[src/rtl/wis_pkg.sv]
package wis_pkg;
   typedef enum logic [0:0] {
      PORT_IDLE = 1'b0,
      PORT_BUSY = 1'b1
   } port_state_e;
endpackage

[src/rtl/wis_scoreboard.sv]
module wis_scoreboard #(
   parameter int NUM_WARPS = 24,
   parameter int NUM_REGS  = 16,
   localparam int WID_W    = $clog2(NUM_WARPS),
   localparam int REG_W    = $clog2(NUM_REGS)
) (
   input  logic                 clk,
   input  logic                 rst_n,
   input  logic                 set_en,
   input  logic [WID_W-1:0]     set_warp,
   input  logic [REG_W-1:0]     set_reg,
   input  logic                 clr_en,
   input  logic [WID_W-1:0]     clr_warp,
   input  logic [REG_W-1:0]     clr_reg,
   output logic [NUM_REGS-1:0]  pend [NUM_WARPS]
);
   for (genvar w = 0; w < NUM_WARPS; w++) begin : g_warp
      logic [NUM_REGS-1:0] nxt;
      always_comb begin
         nxt = pend[w];
         if (clr_en && clr_warp == WID_W'(w)) nxt[clr_reg] = 1'b0;
         if (set_en && set_warp == WID_W'(w)) nxt[set_reg] = 1'b1;
      end
      always_ff @(posedge clk or negedge rst_n) begin
         if (!rst_n) pend[w] <= '0;
         else        pend[w] <= nxt;
      end
   end
endmodule

[src/rtl/wis_slot_buf.sv]
module wis_slot_buf #(
   parameter int NUM_WARPS = 24,
   parameter int NUM_REGS  = 16,
   parameter int INST_W    = 32,
   parameter int AGE_W     = 4,
   localparam int WID_W    = $clog2(NUM_WARPS),
   localparam int REG_W    = $clog2(NUM_REGS),
   localparam logic [AGE_W-1:0] AGE_MAX = '1
) (
   input  logic              clk,
   input  logic              rst_n,
   input  logic              fill_valid,
   input  logic [WID_W-1:0]  fill_warp,
   input  logic [INST_W-1:0] fill_inst,
   input  logic [REG_W-1:0]  fill_src_a,
   input  logic [REG_W-1:0]  fill_src_b,
   input  logic [REG_W-1:0]  fill_dst,
   input  logic              fill_dst_en,
   input  logic              take_en,
   input  logic [WID_W-1:0]  take_warp,
   output logic              v      [NUM_WARPS],
   output logic [INST_W-1:0] inst   [NUM_WARPS],
   output logic [REG_W-1:0]  src_a  [NUM_WARPS],
   output logic [REG_W-1:0]  src_b  [NUM_WARPS],
   output logic [REG_W-1:0]  dst    [NUM_WARPS],
   output logic              dst_en [NUM_WARPS],
   output logic [AGE_W-1:0]  age    [NUM_WARPS]
);
   for (genvar w = 0; w < NUM_WARPS; w++) begin : g_slot
      logic hit_take, hit_fill;
      assign hit_take = take_en && take_warp == WID_W'(w);
      assign hit_fill = fill_valid && fill_warp == WID_W'(w) && !v[w];
      always_ff @(posedge clk or negedge rst_n) begin
         if (!rst_n) begin
            v[w]      <= 1'b0;
            age[w]    <= '0;
            inst[w]   <= '0;
            src_a[w]  <= '0;
            src_b[w]  <= '0;
            dst[w]    <= '0;
            dst_en[w] <= 1'b0;
         end else if (hit_take) begin
            v[w]      <= 1'b0;
         end else if (hit_fill) begin
            v[w]      <= 1'b1;
            age[w]    <= '0;
            inst[w]   <= fill_inst;
            src_a[w]  <= fill_src_a;
            src_b[w]  <= fill_src_b;
            dst[w]    <= fill_dst;
            dst_en[w] <= fill_dst_en;
         end else if (v[w] && age[w] != AGE_MAX) begin
            age[w]    <= age[w] + 1'b1;
         end
      end
   end
endmodule

[src/rtl/wis_pick.sv]
module wis_pick #(
   parameter int NUM_WARPS = 24,
   parameter int AGE_W     = 4,
   localparam int WID_W    = $clog2(NUM_WARPS)
) (
   input  logic             elig [NUM_WARPS],
   input  logic [AGE_W-1:0] age  [NUM_WARPS],
   input  logic [WID_W-1:0] last,
   output logic             any,
   output logic [WID_W-1:0] win
);
   logic [AGE_W-1:0] best;
   always_comb begin
      any  = 1'b0;
      win  = '0;
      best = '0;
      for (int k = 0; k < NUM_WARPS; k++) begin
         int idx;
         idx = int'(last) + 1 + k;
         if (idx >= NUM_WARPS) idx = idx - NUM_WARPS;
         if (elig[idx] && (!any || age[idx] > best)) begin
            any  = 1'b1;
            best = age[idx];
            win  = WID_W'(idx);
         end
      end
   end
endmodule

[src/rtl/wis_issue_port.sv]
module wis_issue_port
   import wis_pkg::*;
#(
   parameter int NUM_WARPS = 24,
   parameter int NUM_REGS  = 16,
   parameter int INST_W    = 32,
   parameter int LANES     = 32,
   parameter int BEATS     = 4,
   localparam int WID_W    = $clog2(NUM_WARPS),
   localparam int REG_W    = $clog2(NUM_REGS),
   localparam int BEAT_W   = $clog2(BEATS),
   localparam int GROUP    = LANES / BEATS,
   localparam logic [BEAT_W-1:0] LAST_BEAT = BEAT_W'(BEATS - 1)
) (
   input  logic              clk,
   input  logic              rst_n,
   input  logic              load,
   input  logic [WID_W-1:0]  ld_warp,
   input  logic [INST_W-1:0] ld_inst,
   input  logic [REG_W-1:0]  ld_dst,
   input  logic              ld_dst_en,
   output logic              can_load,
   output logic              o_valid,
   output logic [WID_W-1:0]  o_warp,
   output logic [INST_W-1:0] o_inst,
   output logic [REG_W-1:0]  o_dst,
   output logic              o_dst_en,
   output logic [BEAT_W-1:0] o_beat,
   output logic [LANES-1:0]  o_lane_en
);
   port_state_e st;
   assign o_valid  = (st == PORT_BUSY);
   assign can_load = (st == PORT_IDLE) || (o_beat == LAST_BEAT);

   always_ff @(posedge clk or negedge rst_n) begin
      if (!rst_n) begin
         st       <= PORT_IDLE;
         o_beat   <= '0;
         o_warp   <= WID_W'(NUM_WARPS - 1);
         o_inst   <= '0;
         o_dst    <= '0;
         o_dst_en <= 1'b0;
      end else if (load) begin
         st       <= PORT_BUSY;
         o_beat   <= '0;
         o_warp   <= ld_warp;
         o_inst   <= ld_inst;
         o_dst    <= ld_dst;
         o_dst_en <= ld_dst_en;
      end else if (st == PORT_BUSY) begin
         if (o_beat == LAST_BEAT) begin
            st     <= PORT_IDLE;
            o_beat <= '0;
         end else begin
            o_beat <= o_beat + 1'b1;
         end
      end
   end

   for (genvar l = 0; l < LANES; l++) begin : g_lane
      assign o_lane_en[l] = o_valid && (o_beat == BEAT_W'(l / GROUP));
   end
endmodule

[src/rtl/warp_issue_sched.sv]
module warp_issue_sched #(
   parameter int NUM_WARPS = 24,
   parameter int NUM_REGS  = 16,
   parameter int INST_W    = 32,
   parameter int AGE_W     = 4,
   parameter int LANES     = 32,
   parameter int BEATS     = 4,
   localparam int WID_W    = $clog2(NUM_WARPS),
   localparam int REG_W    = $clog2(NUM_REGS),
   localparam int BEAT_W   = $clog2(BEATS)
) (
   input  logic                 clk,
   input  logic                 rst_n,
   input  logic                 fill_valid,
   input  logic [WID_W-1:0]     fill_warp,
   input  logic [INST_W-1:0]    fill_inst,
   input  logic [REG_W-1:0]     fill_src_a,
   input  logic [REG_W-1:0]     fill_src_b,
   input  logic [REG_W-1:0]     fill_dst,
   input  logic                 fill_dst_en,
   input  logic                 wb_valid,
   input  logic [WID_W-1:0]     wb_warp,
   input  logic [REG_W-1:0]     wb_reg,
   output logic [NUM_WARPS-1:0] slot_busy,
   output logic                 issue_valid,
   output logic [WID_W-1:0]     issue_warp,
   output logic [INST_W-1:0]    issue_inst,
   output logic [REG_W-1:0]     issue_dst,
   output logic                 issue_dst_en,
   output logic [BEAT_W-1:0]    issue_beat,
   output logic [LANES-1:0]     issue_lane_en
);
   if (NUM_WARPS < 2 || NUM_REGS < 2 || BEATS < 2 || AGE_W < 1)
      begin : g_bad_size
         $error("warp_issue_sched: sizes below minimum");
      end
   if (LANES % BEATS != 0) begin : g_bad_lanes
      $error("warp_issue_sched: LANES must be a multiple of BEATS");
   end

   logic              slot_v   [NUM_WARPS];
   logic [INST_W-1:0] slot_inst[NUM_WARPS];
   logic [REG_W-1:0]  slot_sa  [NUM_WARPS];
   logic [REG_W-1:0]  slot_sb  [NUM_WARPS];
   logic [REG_W-1:0]  slot_dst [NUM_WARPS];
   logic              slot_de  [NUM_WARPS];
   logic [AGE_W-1:0]  slot_age [NUM_WARPS];
   logic [NUM_REGS-1:0] pend   [NUM_WARPS];
   logic              elig     [NUM_WARPS];
   logic              any_elig, can_load, sel_fire;
   logic [WID_W-1:0]  sel_warp;

   for (genvar w = 0; w < NUM_WARPS; w++) begin : g_elig
      assign elig[w] = slot_v[w] && !pend[w][slot_sa[w]] && !pend[w][slot_sb[w]]
                       && !(slot_de[w] && pend[w][slot_dst[w]]);
      assign slot_busy[w] = slot_v[w];
   end

   assign sel_fire = can_load && any_elig;

   wis_slot_buf #(.NUM_WARPS(NUM_WARPS), .NUM_REGS(NUM_REGS), .INST_W(INST_W),
                  .AGE_W(AGE_W)) u_slots (
      .clk(clk), .rst_n(rst_n),
      .fill_valid(fill_valid), .fill_warp(fill_warp), .fill_inst(fill_inst),
      .fill_src_a(fill_src_a), .fill_src_b(fill_src_b), .fill_dst(fill_dst),
      .fill_dst_en(fill_dst_en), .take_en(sel_fire), .take_warp(sel_warp),
      .v(slot_v), .inst(slot_inst), .src_a(slot_sa), .src_b(slot_sb),
      .dst(slot_dst), .dst_en(slot_de), .age(slot_age));

   wis_scoreboard #(.NUM_WARPS(NUM_WARPS), .NUM_REGS(NUM_REGS)) u_sb (
      .clk(clk), .rst_n(rst_n),
      .set_en(sel_fire && slot_de[sel_warp]), .set_warp(sel_warp),
      .set_reg(slot_dst[sel_warp]),
      .clr_en(wb_valid), .clr_warp(wb_warp), .clr_reg(wb_reg), .pend(pend));

   wis_pick #(.NUM_WARPS(NUM_WARPS), .AGE_W(AGE_W)) u_pick (
      .elig(elig), .age(slot_age), .last(issue_warp),
      .any(any_elig), .win(sel_warp));

   wis_issue_port #(.NUM_WARPS(NUM_WARPS), .NUM_REGS(NUM_REGS), .INST_W(INST_W),
                    .LANES(LANES), .BEATS(BEATS)) u_port (
      .clk(clk), .rst_n(rst_n), .load(sel_fire), .ld_warp(sel_warp),
      .ld_inst(slot_inst[sel_warp]), .ld_dst(slot_dst[sel_warp]),
      .ld_dst_en(slot_de[sel_warp]), .can_load(can_load),
      .o_valid(issue_valid), .o_warp(issue_warp), .o_inst(issue_inst),
      .o_dst(issue_dst), .o_dst_en(issue_dst_en), .o_beat(issue_beat),
      .o_lane_en(issue_lane_en));
endmodule

[config.mk]
export PLATFORM = sky130hd
export DESIGN_NAME = warp_issue_sched
export DESIGN_NICKNAME = d
export VERILOG_FILES = /design/src/rtl/wis_pkg.sv /design/src/rtl/wis_scoreboard.sv /design/src/rtl/wis_slot_buf.sv /design/src/rtl/wis_pick.sv /design/src/rtl/wis_issue_port.sv /design/src/rtl/warp_issue_sched.sv
export SDC_FILE = /design/constraint.sdc
export NUM_CORES = 2
export LEC_CHECK = 0
export BUFFER_PORTS_ARGS = -buffer_cell sky130_fd_sc_hd__buf_2
export CORE_ASPECT_RATIO = 0.9
export CORE_UTILIZATION = 50
export DETAILED_ROUTE_END_ITERATION = 10
export GPL_ROUTABILITY_DRIVEN = 0
export PLACE_DENSITY = 0.63
export SYNTH_ARGS = -nofsm -noshare
export SYNTH_HDL_FRONTEND = slang
export SYNTH_HIERARCHICAL = 1
export SYNTH_SLANG_ARGS = --single-unit
[constraint.sdc]
create_clock -name clk -period 59.4 [get_ports clk]
set_input_delay 5.94 -clock clk [delete_from_list [all_inputs] [get_ports clk]]
set_output_delay 5.94 -clock clk [all_outputs]
set_load 0.05 [all_outputs]
Yosys cells after proc, flatten, opt, wreduce, memory -nomap -nowiden. Index checks and enable logic that the tools add are counted.

Flip-flop bits (word level): 1629. Input bits: 63. Logic and storage cells: 1675.

$add $sub $neg: 73. Order comparisons: 148. Equal/unequal tests: 96. Multiplexer cells: 546. Bitwise gates (word level): 99. Reduce and logical (&&, ||, !) cells: 515.

Operator list (count): $ge A32 B6 Y1 const B (47); $mux W32 (26); $mux W16 (48); $not A32 Y32 (24); $sub A32 B6 Y32 const B (23); $bmux W4 S5 (25); $mux W4 (121); $and A16 B16 Y16 (24); $or A16 B16 Y16 (24); $lt A4 B5 Y1 const B (74); $bmux W1 S4 (72); $logic_and A1 B1 Y1 (271); $add A32 B5 Y32 const B (8); $add A32 B6 Y32 const B (8); $mux W1 (199); $bmux W32 S5 (1); $add A32 B4 Y32 const B (4); $bmux W1 S5 (25); $eq A5 B4 Y1 const B (24); $eq A5 B5 Y1 const B (24); $mux W5 (24); $logic_not A1 Y1 (119); $reduce_bool A2 Y1 (49); $add A4 B1 Y4 const B (24); 24 further kinds (189).

Longest topological paths before layout.
Word-level depth: 112. Gate-level depth with buffers: 280. Gate-level depth less buffers: 252.

Hierarchy. The synthesis kept the hierarchy.

Modules (own cells, without submodules): wis_slot_buf (instances 1, cells each 3086, area an instance 47320.4 um^2); warp_issue_sched (instances 1, cells each 1518, area an instance 16991.3 um^2); wis_pick (instances 1, cells each 2277, area an instance 16311.9 um^2); wis_scoreboard (instances 1, cells each 1426, area an instance 15760.1 um^2); wis_issue_port (instances 1, cells each 136, area an instance 2134.5 um^2).

Least setup slack after synthesis. OpenSTA, ideal clock, no wires.

Path kind: register to register. Start: register u_port.o_warp[1]. End: register u_sb/pend[168] (netlist name). Data arrival time: 43078 ps. Data required time: 59263 ps. Slack: 16185 ps. Cell stages (with the launch flop): 265. Buffers on the path: 28. Period minus slack after synthesis: 43215 ps. Cell sequence: dfstp_2 -> ha_1 -> xor2_4 -> clkbuf_1 -> clkbuf_1 -> ha_1 -> buf_2 -> nor2b_1 -> clkbuf_1 -> o21ai_0 -> nand2_1 -> inv_2 -> ha_1 -> o21ai_1 -> nor2_1 -> a32oi_1 -> inv_1 -> ha_1 -> [... 229 more ...] -> o21ai_0 -> nand2b_1 -> a21oi_1 -> a41o_1 -> a21o_1 -> clkbuf_1 -> o2bb2ai_1 -> a31oi_1 -> clkbuf_2 -> buf_4 -> buf_2 -> mux4_2 -> mux2i_1 -> o221ai_1 -> nor2b_1 -> nand2_1 -> clkbuf_1 -> o21ai_0.

Cells in the longest elaborated chain, start to end: 110. Elaborated cells between the ends (all ways): 445.

Ends and longest elaborated chain: from (decl) (RTL line wis_issue_port.sv:24) `output logic [WID_W-1:0] o_warp,`; from (signal assigned) (RTL line wis_issue_port.sv:39) `o_warp <= WID_W'(NUM_WARPS - 1);`; from (signal assigned) (RTL line wis_issue_port.sv:46) `o_warp <= ld_warp;`; $add A5 B1 Y6 * (RTL line wis_pick.sv:19) `idx = int'(last) + 1 + k;`; $add A32 B2 Y32, or another cell as far along (RTL line wis_pick.sv:19); $sub A32 B6 Y32, or another cell as far along (RTL line wis_pick.sv:20) `if (idx >= NUM_WARPS) idx = idx - NUM_WARPS;`; $mux W32 or $not A32 Y32 (tied branches) (RTL line wis_pick.sv:20, wis_pick.sv:21, wis_pick.sv:23); $not A32 Y32 (implied by the code), or another cell as far along (RTL line wis_pick.sv:21, wis_pick.sv:23); $bmux W4 S5, or another cell as far along (RTL line wis_pick.sv:21, wis_pick.sv:23); $mux W4 (implied by the code), or another cell as far along (2 in series) (RTL line wis_pick.sv:21, wis_pick.sv:23); $gt A4 B4 Y1 or $logic_not A1 Y1 (tied branches) (RTL line wis_pick.sv:21) `if (elig[idx] && (!any || age[idx] > best)) begin`; [... 91 more ...]; named net sel_warp[0] (RTL line warp_issue_sched.sv:51) `logic [WID_W-1:0] sel_warp;`; [... 2 more ...]; $mux W4 (implied by the code) (2 in series) (RTL line warp_issue_sched.sv:73) `.set_reg(slot_dst[sel_warp]),`; $lt A4 B5 Y1 (implied by the code) or $ge A4 B1 Y1 (tied branches) (RTL line wis_scoreboard.sv:22) `if (set_en && set_warp == WID_W'(w)) nxt[set_reg] = 1'b1;`; $logic_and A1 B1 Y1 (implied by the code) (RTL line wis_scoreboard.sv:22); $mux W1 (implied by the code) (RTL line wis_scoreboard.sv:22); $demux W1 S4; $or A16 B16 Y16 (no source line); $mux W16 * (RTL line wis_scoreboard.sv:22); named net u_sb.g_warp[13].nxt[8] (RTL line wis_scoreboard.sv:18) `logic [NUM_REGS-1:0] nxt;`; to (signal, indexed assignment) (RTL line wis_scoreboard.sv:26) `else pend[w] <= nxt;`; to (decl) (RTL line wis_scoreboard.sv:15) `output logic [NUM_REGS-1:0] pend [NUM_WARPS]`.

The timed path passes the listed nets; every way through them passes the cells marked *. The select of a mux whose other input is x is not followed. A chain may end at the register's enable or synchronous reset.

Worst setup path in the final report.
Start: register u_port.o_warp[0]. End: register u_sb/pend[273] (netlist name).

Cells in the longest elaborated chain, start to end: 110. Elaborated cells between the ends (all ways): 445.

Ends and longest elaborated chain (RTL line): $add A5 B1 Y6 * (wis_pick.sv:19); $add A32 B2 Y32, or another cell as far along (wis_pick.sv:19); $sub A32 B6 Y32, or another cell as far along (wis_pick.sv:20); $mux W32 or $not A32 Y32 (tied branches) (wis_pick.sv:20, wis_pick.sv:21, wis_pick.sv:23); $not A32 Y32 (implied by the code), or another cell as far along (wis_pick.sv:21, wis_pick.sv:23); $bmux W4 S5, or another cell as far along (wis_pick.sv:21, wis_pick.sv:23); $mux W4 (implied by the code), or another cell as far along (2 in series) (wis_pick.sv:21, wis_pick.sv:23); $gt A4 B4 Y1 or $logic_not A1 Y1 (tied branches) (wis_pick.sv:21); [... 91 more ...]; named net sel_warp[0] (warp_issue_sched.sv:51); [... 2 more ...]; $mux W4 (implied by the code) (2 in series) (warp_issue_sched.sv:73); $lt A4 B5 Y1 (implied by the code) or $ge A4 B1 Y1 (tied branches) (wis_scoreboard.sv:22); $logic_and A1 B1 Y1 (implied by the code) (wis_scoreboard.sv:22); $mux W1 (implied by the code) (wis_scoreboard.sv:22); $demux W1 S4; $or A16 B16 Y16 (no source line); $mux W16 * (wis_scoreboard.sv:22); named net u_sb.g_warp[6].nxt[1] (wis_scoreboard.sv:18).

Marks and branches as above.

==> metrics <==
status finished clean; Die H 423.1 µm; CTS max path bufs 3; post-synth top area share 41.28%; routed len/inst 31.98 µm; drt drc 0; pin count of the biggest net entering global routing 174; WHS 0.4850 ns; first-pass GRT wire length 514300 µm; yosys warns 6; max cap viols 0; RSZ-0062 raised after global routing no; post-route clock period utilization 88.34%; CTS sink cnt 1629; Crit path buffers/inverters 12; CTS buffer count 170; Tmin final 52.47 ns; Cell variety after synth 135; initial antenna violation count 26; CTS root buf clkbuf_16; H-tree Lvls 4; Routed Antenna Nets 0; I/O Buffers 163; Arrival @ worst endpoint 53.12 ns; GRT overflow 0; Synth Cell Area 98520 µm²; EDFF count, synth 0; crit-path max cell delay 0.93 ns; register area share after synthesis 41.38%; fraction of layout cells with a size suffix above 1 29.54%; # nets final 8469; ys flop type dfrtp_1; ys async rst share 100.0%; critical path peak fanout 47; top post-synthesis cells by area dfrtp_1 (41%), mux2_2 (13%), mux4_2 (9.4%); detailed-router iteration count before antenna repair 10; Slew headroom 10.33%; most common cell after layout, fill and taps aside dfrtp_1; cts repair resizes 0; TNS Setup 0 ns; Net Count, Synth 8666; Synth Register Bits 1629; Fillers 16.43k; final non-filler cell area 106900 µm²; kind of end point of the critical path flip-flop; Post-DP Area 101000 µm²; via count of the first global-routing pass 74.36k; vias per inst 7.095; max frequency 19.06 MHz; Syn Inst Count 8443; clk slew on worst S/H paths 0.06 ns; via count 77.89k; Non-Filler Instances 10.98k; drt total wl 351100 µm; Final Skew 0.04895 ns; Post-Synth Simple-Gate Area 8.066%; Crit-path slowest cell dfstp_4; mux cell area share after synthesis 30.34%; core area 195800 µm²; hold-fix buffers at CTS 0; cell taking the most area after synthesis dfrtp_1; pin slew with the least headroom to its limit 1.334 ns; die width 469.9 µm; combinational family with the most area after synthesis multiplexers; Post-Place Cells 10.65k; Final Setup Violations 0; XOR/XNOR share of the synthesized area 0.3277%; post-synthesis area per instance 11.67 µm²; CP top delay family compound AO/OA/AOI/OAI gates; total track usage 34.65%; Max Slew Vio Count 0; most frequent cells in the layout dfrtp_1 (1625), mux2_2 (1143), o21ai_0 (566), mux2i_1 (519), mux4_2 (411); later-pin clock latency in the skew report 0.83 ns; CTS tree done; Initial Util 50.32%; HPWL Detailed 226400 µm; Cell Rows 154; CP Data Required Time 60.05 ns; Iteration-0 DRC Markers 10.52k; post-synthesis compound-gate area fraction 14.02%; die area 198800 µm²; adder-cell share of the synthesized area 2.032%; Final Hold Fails 0; WS Path Type reg -> reg; area grow syn2layout 8.502%; I/O Pins 164; CP startpoint kind flip-flop; Post-CTS Setup Inserts 0; Hold/Removal Path Class reg -> reg
kinds of logic after synthesis:
logic type                 Yosys count
and+or+nand+nor                   1477
DFF                               1629
xor gates and xnor gates            19
AOI/OAI and AO/OA                 2094
adders and majority gates          160
buffers and inverters              829
muxes                             2235
final timing paths:
| path | from | endpoint | slack, ns | depth (start not counted) |
|---|---|---|---|---|
| setup / recovery | u_port/o_warp[0]$_DFFE_PN1P_ | u_sb/pend[273]$_DFF_PN0_ | 6.93 | 233 |
| setup reg to reg | u_port/o_warp[0]$_DFFE_PN1P_ | u_sb/pend[273]$_DFF_PN0_ | 6.93 | 233 |
| hold / removal | u_slots/inst[434]$_DFFE_PN0P_ | u_slots/inst[434]$_DFFE_PN0P_ | 0.49 | 1 |
| min in group asynchronous | rst_n | u_slots/inst[118]$_DFFE_PN0P_ | 5.14 | 1 |
| hold reg to reg | u_slots/inst[434]$_DFFE_PN0P_ | u_slots/inst[434]$_DFFE_PN0P_ | 0.49 | 1 |
| max in group asynchronous | rst_n | u_slots/src_b[74]$_DFFE_PN0P_ | 49.81 | 6 |
per-stage QoR:
stage | setup WS [ns] | utilization (%)
2_1_floorplan | 16.19 | -
6_report | 6.929 | 54.60
3_5_place_dp | 8.584 | 51.59
5_1_grt | 3.301 | 54.58
3_3_place_gp | 10.35 | 51.59
4_1_cts | 8.466 | 54.58
final cells by class:
cell class | instances | area (µm²) | share of cell area [%]
timing repair buffer | 336 | 2192 | 2.051
tap | 2574 | 3221 | 3.013
sequential | 1629 | 40770 | 38.14
inverter | 124 | 473.0 | 0.4425
clock buffer | 248 | 4967 | 4.647
clock inverter | 67 | 883.3 | 0.8264
antenna | 15 | 37.54 | 0.03512
multi-input combinational | 5985 | 54350 | 50.84
synth_stat cells, drive strengths merged (71+ instances only):
| library cell | count |
|---|---|
| dfrtp | 1625 |
| mux2 | 1285 |
| o21ai | 672 |
| mux2i | 519 |
| mux4 | 431 |
| o31ai | 411 |
| clkbuf | 396 |
| a21oi | 347 |
| nor2 | 340 |
| buf | 309 |
| nand2 | 304 |
| nand3 | 222 |
| ha | 160 |
| inv | 122 |
| nand3b | 93 |
| nor2b | 72 |
| nand2b | 71 |
| nand4 | 71 |
per-layer routing:
| layer | global-route usage, % | share of wire (%) |
|---|---|---|
| met5 | 0 | 0.023 |
| met4 | 15.68 | 5.1 |
| met3 | 9.230 | 12 |
| met2 | 50.25 | 43 |
| met1 | 48.49 | 40 |
worst register-to-register path: cells and delay by family, from the launching register on:
| kind | cells | cell delay [ns] |
|---|---|---|
| AOI/OAI and AO/OA | 121 | 26.58 |
| and+or+nand+nor | 70 | 12.93 |
| DFF | 1 | 0.93 |
| xor gates and xnor gates | 1 | 0.36 |
| adders and majority gates | 26 | 7.51 |
| muxes | 3 | 1.32 |
| buffers and inverters | 12 | 2.76 |
state kept, by name (all words and copies together), names as in the netlist:
signal and count:
u_slots/dst_en 24, u_port/o_dst 4, u_port/o_warp 5, u_port/o_dst_en 1
u_slots/v 24, u_slots/inst 768, u_slots/age 96, u_slots/src_b 96
u_port/o_inst 32, u_port/o_beat 2, u_sb/pend 384, u_slots/dst 96
u_slots/src_a 96, u_port/o_valid 1
Power is left out: the tool's default activity adds up to more than one toggle a clock period on the data nets, which glitch-free logic cannot reach.
